--- src/rtl/edge_det_pkg.sv ---
package edge_det_pkg;

    typedef enum logic [1:0] {
        ST_ARMING = 2'd0,
        ST_ARMED  = 2'd1,
        ST_FOUND  = 2'd2
    } det_state_e;

endpackage

--- src/rtl/edge_det_run_cnt.sv ---
// Next value of a consecutive-sample run counter and its "run complete" flag.
module edge_det_run_cnt #(
    parameter int RUN_LEN = 5,
    parameter int CNT_W   = 3
) (
    input  logic [CNT_W-1:0] cnt_i,
    input  logic             hit_i,
    output logic [CNT_W-1:0] cnt_next_o,
    output logic             full_o
);
    logic [CNT_W:0] inc;

    always_comb begin
        inc        = {1'b0, cnt_i} + 1'b1;
        cnt_next_o = hit_i ? inc[CNT_W-1:0] : '0;
        full_o     = hit_i && (int'(inc) >= RUN_LEN);
    end
endmodule

--- src/rtl/edge_det_phase_fix.sv ---
// Refers the confirming phase back to the start of the confirming run.
module edge_det_phase_fix #(
    parameter int PHASE_W = 32,
    parameter int RUN_LEN = 5,
    parameter int STEP_PS = 100
) (
    input  logic signed [PHASE_W-1:0] phase_i,
    output logic signed [PHASE_W-1:0] phase_o
);
    localparam logic signed [PHASE_W-1:0] OFFSET = PHASE_W'(RUN_LEN * STEP_PS);

    always_comb begin
        phase_o = phase_i - OFFSET;
    end
endmodule

--- src/rtl/edge_transition_detector.sv ---
module edge_transition_detector
    import edge_det_pkg::*;
#(
    parameter int PHASE_W = 32,
    parameter int RUN_LEN = 5,
    parameter int STEP_PS = 100
) (
    input  logic                      clk,
    input  logic                      rst_n,
    input  logic                      start_i,
    input  logic                      sample_vld_i,
    input  logic                      flip_i,
    input  logic signed [PHASE_W-1:0] phase_i,
    input  logic [1:0]                polarity_i,
    output logic                      found_o,
    output logic signed [PHASE_W-1:0] edge_phase_o
);
    localparam int CNT_W = $clog2(RUN_LEN + 1);

    typedef struct packed {
        det_state_e                st;
        logic [CNT_W-1:0]          cnt;
        logic signed [PHASE_W-1:0] phase;
    } det_regs_t;

    det_regs_t regs_d, regs_q;

    logic                      target;
    logic                      hit;
    logic [CNT_W-1:0]          cnt_next;
    logic                      run_full;
    logic signed [PHASE_W-1:0] phase_fixed;

    edge_det_run_cnt #(
        .RUN_LEN (RUN_LEN),
        .CNT_W   (CNT_W)
    ) u_run_cnt (
        .cnt_i      (regs_q.cnt),
        .hit_i      (hit),
        .cnt_next_o (cnt_next),
        .full_o     (run_full)
    );

    edge_det_phase_fix #(
        .PHASE_W (PHASE_W),
        .RUN_LEN (RUN_LEN),
        .STEP_PS (STEP_PS)
    ) u_phase_fix (
        .phase_i (phase_i),
        .phase_o (phase_fixed)
    );

    always_comb begin
        target = |polarity_i;
        // arming stage counts off-target samples, armed stage counts on-target ones
        hit    = (regs_q.st == ST_ARMING) ? (flip_i != target) : (flip_i == target);
        regs_d = regs_q;
        if (start_i) begin
            regs_d.st    = ST_ARMING;
            regs_d.cnt   = '0;
            regs_d.phase = '0;
        end else if (sample_vld_i) begin
            unique case (regs_q.st)
                ST_ARMING: begin
                    if (run_full) begin
                        regs_d.st  = ST_ARMED;
                        regs_d.cnt = '0;
                    end else begin
                        regs_d.cnt = cnt_next;
                    end
                end
                ST_ARMED: begin
                    regs_d.cnt = cnt_next;
                    if (run_full) begin
                        regs_d.st    = ST_FOUND;
                        regs_d.phase = phase_fixed;
                    end
                end
                default: begin
                    regs_d = regs_q;
                end
            endcase
        end
    end

    always_ff @(posedge clk or negedge rst_n) begin
        if (!rst_n) begin
            regs_q <= '{st: ST_ARMING, cnt: '0, phase: '0};
        end else begin
            regs_q <= regs_d;
        end
    end

    assign found_o      = (regs_q.st == ST_FOUND);
    assign edge_phase_o = regs_q.phase;
endmodule

--- config.mk ---
export PLATFORM = sky130hd
export DESIGN_NAME = edge_transition_detector
export DESIGN_NICKNAME = d
export VERILOG_FILES = /design/src/rtl/edge_det_pkg.sv /design/src/rtl/edge_det_run_cnt.sv /design/src/rtl/edge_det_phase_fix.sv /design/src/rtl/edge_transition_detector.sv
export SDC_FILE = /design/constraint.sdc
export NUM_CORES = 1
export LEC_CHECK = 0
export BUFFER_PORTS_ARGS = -buffer_cell sky130_fd_sc_hd__buf_2
export CORE_MARGIN = 4
export CORE_UTILIZATION = 25
export CTS_CLUSTER_DIAMETER = 30
export CTS_CLUSTER_SIZE = 14
export DETAILED_ROUTE_END_ITERATION = 12
export PLACE_DENSITY = 0.47
export SKIP_LAST_GASP = 1
export SLEW_MARGIN = 20
export SYNTH_ARGS = -nofsm -noshare
export SYNTH_HDL_FRONTEND = slang
export SYNTH_SLANG_ARGS = --single-unit
--- constraint.sdc ---
create_clock -name clk -period 2.15 [get_ports clk]
set_input_delay 0.3225 -clock clk [delete_from_list [all_inputs] [get_ports clk]]
set_output_delay 0.3225 -clock clk [all_outputs]
set_load 0.03 [all_outputs]
# ---- After elaboration in Yosys (flattened, before gate mapping)
# Cells that the tools add are included.
dict set report totals {
  latchBits 0
  mem_bits_ro 0
  regBits 37
  output_inout_bits 33
  ramBits 0
  word_cells 32
  memories 0
}
dict set report classes {
  mul 0
  n_eq_ne 6
  n_mux 10
  n_shift 0
  order_cmp 1
  reduce_logical 10
  addsub 2
  n_div 0
  n_bitwise 0
}
# operator count
set op_table {}
lappend op_table {{37-bit 2-to-1 mux} 2}
lappend op_table {{32-bit 2-to-1 mux} 2}
lappend op_table {{32-bit by 10-bit subtractor with 32-bit output (second input constant)} 1}
lappend op_table {{5-bit case mux with 2 select lines} 1}
lappend op_table {{3-bit 2-to-1 mux} 2}
lappend op_table {{3-bit != test (second input constant)} 2}
lappend op_table {{2-bit nonzero test} 3}
lappend op_table {{3-bit by 1-bit adder with 4-bit output (second input constant)} 1}
lappend op_table {{4-bit by 3-bit greater-or-equal comparator with 1-bit output (second input constant)} 1}
lappend op_table {{2-bit 2-to-1 mux} 2}
lappend op_table {{4-bit AND reduction} 1}
lappend op_table {{3-bit AND reduction} 1}
lappend op_table {{3-bit nonzero test} 1}
lappend op_table {{2-bit by 1-bit equality test with 1-bit output (second input constant)} 1}
lappend op_table {{2-bit equality test (second input constant)} 1}
lappend op_table {{2-bit zero test} 1}
lappend op_table {{2-bit AND reduction} 1}
lappend op_table {{2-bit OR reduction} 1}
lappend op_table {{1-bit equality test} 1}
lappend op_table {{1-bit logical AND} 1}
lappend op_table {{1-bit 2-to-1 mux} 1}
lappend op_table {{1-bit != test} 1}

# ---- Longest topological paths before layout
dict set report logic_depth {
  depth_word 8
  depth_mapped 8
  ltp_nobuf 7
}

# ---- Cells and area by module
# From an unflattened synthesis, not the netlist that was laid out.
dict set report hier_totals {
  cells_unflattened 253
  area_unflattened_um2 2588.7
}
# module seq_area_each_um2 area_per_inst_um2 cells_per_inst instances
set by_module_without_submodules {}
lappend by_module_without_submodules {edge_transition_detector 925.9 1944.4 163 1}
lappend by_module_without_submodules {edge_det_phase_fix 0.0 549.3 77 1}
lappend by_module_without_submodules {edge_det_run_cnt 0.0 95.1 13 1}

# ---- Worst setup path before layout
# OpenSTA, ideal clock, no wires.
dict set report synth_timing {
  path_kind {input to register}
  start {in phase_i[21]}
  end {reg regs_q[31], in the netlist edge_phase_o[31]}
  arrival_time_ps 2216
  setup_slack_ps -192
  setup_ps 126
  required_ps 2024
  cell_stages 6
  cell_sequence {or4_4 -> or3_1 -> clkbuf_2 -> or3_1 -> o311a_1 -> a221o_1}
}
dict set report synth_between {
  elab_chain_len 5
}
# item line_no
set synth_lines {}
lappend synth_lines {{start: declaration} edge_transition_detector.sv:13} ;# input logic signed [PHASE_W-1:0] phase_i,
lappend synth_lines {{32-bit by 10-bit subtractor with 32-bit output} edge_det_phase_fix.sv:13} ;# phase_o = phase_i - OFFSET;
lappend synth_lines {{32-bit 2-to-1 mux} edge_transition_detector.sv:74} ;# if (run_full) begin
lappend synth_lines {{32-bit 2-to-1 mux} edge_transition_detector.sv:63} ;# unique case (regs_q.st)
lappend synth_lines {{37-bit 2-to-1 mux} edge_transition_detector.sv:62} ;# end else if (sample_vld_i) begin
lappend synth_lines {{37-bit 2-to-1 mux} edge_transition_detector.sv:58} ;# if (start_i) begin
lappend synth_lines {{end signal: assignment} edge_transition_detector.sv:88} ;# regs_q <= '{st: ST_ARMING, cnt: '0, phase: '0};
lappend synth_lines {{end signal: assignment} edge_transition_detector.sv:90} ;# regs_q <= regs_d;
lappend synth_lines {{end: declaration} edge_transition_detector.sv:26} ;# det_regs_t regs_d, regs_q;
# Every way passes these cells. The select of a mux whose other input is x is not followed.
# A chain may end at the register's enable or synchronous reset.

# ---- Worst setup path after layout
# Same ends and word-level chain as after synthesis.

==> results.sh <==
export IMPL_synthArstFlopShare_pct=100
export IMPL_min_path_type="in -> reg"
export IMPL_synth_edf_count=0
export IMPL_r2r_end="edge_phase_o[31]$_DFFE_PN0P_"
export IMPL_place_congestion=0.811
export IMPL_grt_ovfl_total=0
export IMPL_synth_most_common_cell="dfrtp_1"
export IMPL_drv_slew=0
export IMPL_htree_levels=2
export IMPL_fin_crit_ns=2.05
export IMPL_routed_wl_um=5850
export IMPL_antennaDiodeCount=0
export IMPL_dr_pass1_iters=4
export IMPL_p_leak_nw=1.43
export IMPL_worstHoldPathCells=2
export IMPL_clock_sinks=37
export IMPL_grt_pass1_vias=1901
export IMPL_ys_seq_elements=37
export IMPL_power_internal_mw=0.995
export IMPL_fillers=954
export IMPL_worstPathArrival_ns=2.23
export IMPL_synth_nets=268
export IMPL_synth_flop_cell="dfrtp_1"
export IMPL_portBuffers=71
export IMPL_wl_per_cell_um=14.7
export IMPL_synth_common_cells="dfrtp_1 (37), buf_4 (32), a22o_1 (28), xor2_1 (17), nor2_1 (14)"
export IMPL_die_area_mm2=0.0106
export IMPL_hold_ws_ns=0.260
export IMPL_die_height_um=103
export IMPL_cp_startpoint="phase_i[21]"
export IMPL_p_sw_mw=0.351
export IMPL_num_rows=34
export IMPL_combPwrFrac_pct=13.4
export IMPL_dpl_hpwl_um=4600
export IMPL_p_clk_share_pct=34.6
export IMPL_rrSetupSlack_ns=0.18
export IMPL_p_per_area_mw_per_mm2=482
export IMPL_required_ns=2.33
export IMPL_cts_setup_buffers=0
export IMPL_syn_inst=225
export IMPL_rsz0062_at_grt="false"
export IMPL_peakVddDrop_mv=0.222
export IMPL_fin_setup_tns_ns=0
export IMPL_num_vias=1840
export IMPL_status="finished, final reports clean"
export IMPL_die_w_um=103
export IMPL_path_max_fanout=2
export IMPL_ys_seq_area_share_pct=41.0
export IMPL_tightest_slew_ns=0.422
export IMPL_drtAntennaViolNets=0
export IMPL_crit_path_start_kind="primary input"
export IMPL_max_freq_mhz=487
export IMPL_remaining_drc_errors=0
export IMPL_syn_cell_area_mm2=0.00226
export IMPL_cts_buffers_inserted=5
export IMPL_drive_above_1_share_pct=38.1
export IMPL_slew_headroom_pct=71.9
export IMPL_clockRootBuffer="clkbuf_8"
export IMPL_io_pins=72
export IMPL_p_seq_share_pct=52.0
export IMPL_grt_antenna_before_repair=1
export IMPL_fin_worst_skew_ns=0.00472
export IMPL_endpoint_kind="register"
export IMPL_start_util_pct=25.8
export IMPL_core_mm2=0.00876
export IMPL_worstSetupPathType="in -> reg"
export IMPL_track_usage_pct=11.7
export IMPL_yosys_area_top_type_share_pct=41.0
export IMPL_hold_viol=0
export IMPL_grt_pass1_wl_um=9600
export IMPL_synth_area_per_cell_um2=10.0
export IMPL_utilization_pct=31.9
export IMPL_endpoint="edge_phase_o[31]$_DFFE_PN0P_"
export IMPL_ys_types=37
export IMPL_drv_cap=0
export IMPL_fin_nets=335
export IMPL_min_period_over_period_pct=95.5
export IMPL_clk_latency_ns=0.29
export IMPL_areaGrowthSynthToFinish_pct=23.8
export IMPL_yosysWarnings=0
export IMPL_path_clk_slew_ns=0.07
export IMPL_p_sw_share_pct=26.1
export IMPL_synthTopCellsByArea="dfrtp_1 (41%), a22o_1 (11%), buf_4 (11%)"
export IMPL_drtIter0Drc=30
export IMPL_grt_max_degree=18
export IMPL_place_ws_ns=-0.279
export IMPL_vias_per_cell=4.61
export IMPL_yosysTopAreaCell="dfrtp_1"
export IMPL_r2r_start="regs_q[32]$_DFFE_PN0P_"
export IMPL_setup_ws_ns=0.0959
export IMPL_reg2regPathDepth=7
export IMPL_finalSetupViolCount=0
export IMPL_cts_tree="done"
export IMPL_clk_path_buf_depth=2
[through the flow]
| stage | std cells | instance area, um2 | total power, mW |
|---|---|---|---|
| after floorplan | 225 | 2260 | 0.781 |
| after global placement | 392 | 2700 | 0.894 |
| after detailed placement | 392 | 2700 | 0.895 |
| after CTS | 399 | 2790 | 1.37 |
| after global routing | 399 | 2800 | 1.42 |
| final | 399 | 2800 | 1.35 |
[routing by layer]
layer  global-route usage [%]  routed length [um]
met5                        0                  13
met4                     3.29                  73
met3                     3.65                 383
met2                     17.8                2600
met1                     16.0                2780
[critical path, cell delays in order]
cell	delay [ns]
buf_2	0.10
or4_4	0.54
or3_4	0.39
or3_4	0.33
o311a_1	0.29
a221o_1	0.25
[kinds of logic (layout without fill, tap and decap cells)]
| logic type | count (synthesis) | after routing | synth area share (%) |
|---|---|---|---|
| adder cells (fa/ha/maj) | 4 | 4 | 2.22 |
| buffers and inverters | 46 | 112 | 13.0 |
| XOR/XNOR | 29 | 29 | 11.9 |
| flip-flops | 37 | 37 | 41.0 |
| AND/OR/NAND/NOR | 60 | 60 | 14.5 |
| AO/OA/AOI/OAI | 49 | 49 | 17.4 |
[flip-flops by register name, indices dropped and copies added, names as in the netlist]
signal        cells
edge_phase_o     32
regs_q            5
[worst min path at each step]
stage               slack [ns]        from                      endpoint
global route              0.26  phase_i[1]   edge_phase_o[1]$_DFFE_PN0P_
CTS                       0.25  phase_i[0]   edge_phase_o[0]$_DFFE_PN0P_
global placement          0.29       rst_n  edge_phase_o[24]$_DFFE_PN0P_
detailed placement        0.29       rst_n  edge_phase_o[24]$_DFFE_PN0P_
floorplan                 0.03       rst_n   edge_phase_o[0]$_DFFE_PN0P_
finish                    0.26  phase_i[0]   edge_phase_o[0]$_DFFE_PN0P_
[cell type report]
| cell class | count | area [um2] | share of cell area (%) |
|---|---|---|---|
| clock buffer | 5 | 68.8 | 2.46 |
| sequential | 37 | 926 | 33.1 |
| clock inverter | 1 | 5.00 | 0.179 |
| timing repair buffer | 100 | 576 | 20.6 |
| inverter | 6 | 22.5 | 0.806 |
| tap | 108 | 135 | 4.83 |
| multi-input combinational | 142 | 1060 | 38.0 |
[cell usage in the layout (no fill, tap or decap), types with 2 or more instances in the layout]
master	n
nor4_1	7
o211ai_1	2
dfrtp_1	37
inv_1	6
or3_1	5
o21ai_0	6
ha_1	4
nand3_1	3
nor3_1	11
xor2_1	17
nand2_1	5
or3_4	2
nor3b_1	2
and2_1	2
xnor2_1	11
buf_2	71
clkbuf_8	5
a22o_1	28
o2bb2ai_1	3
buf_4	28
nor2_1	14
nor2b_1	3
[power by group through the flow]
stage | registers (mW) | clock network (mW) | logic, mW
finish | 0.700 | 0.465 | 0.180
global route | 0.701 | 0.512 | 0.203
CTS | 0.700 | 0.489 | 0.183
detailed placement | 0.714 | 0 | 0.181
global placement | 0.714 | 0 | 0.180
floorplan | 0.714 | 0 | 0.0679
[what timing repair did]
item	4_1_cts	5_1_grt
resized for setup	0	2
setup endpoints to repair	0	1
endpoints found under the hold margin	15	0
hold buffers	1	0
(Power assumes the default switching activity.)
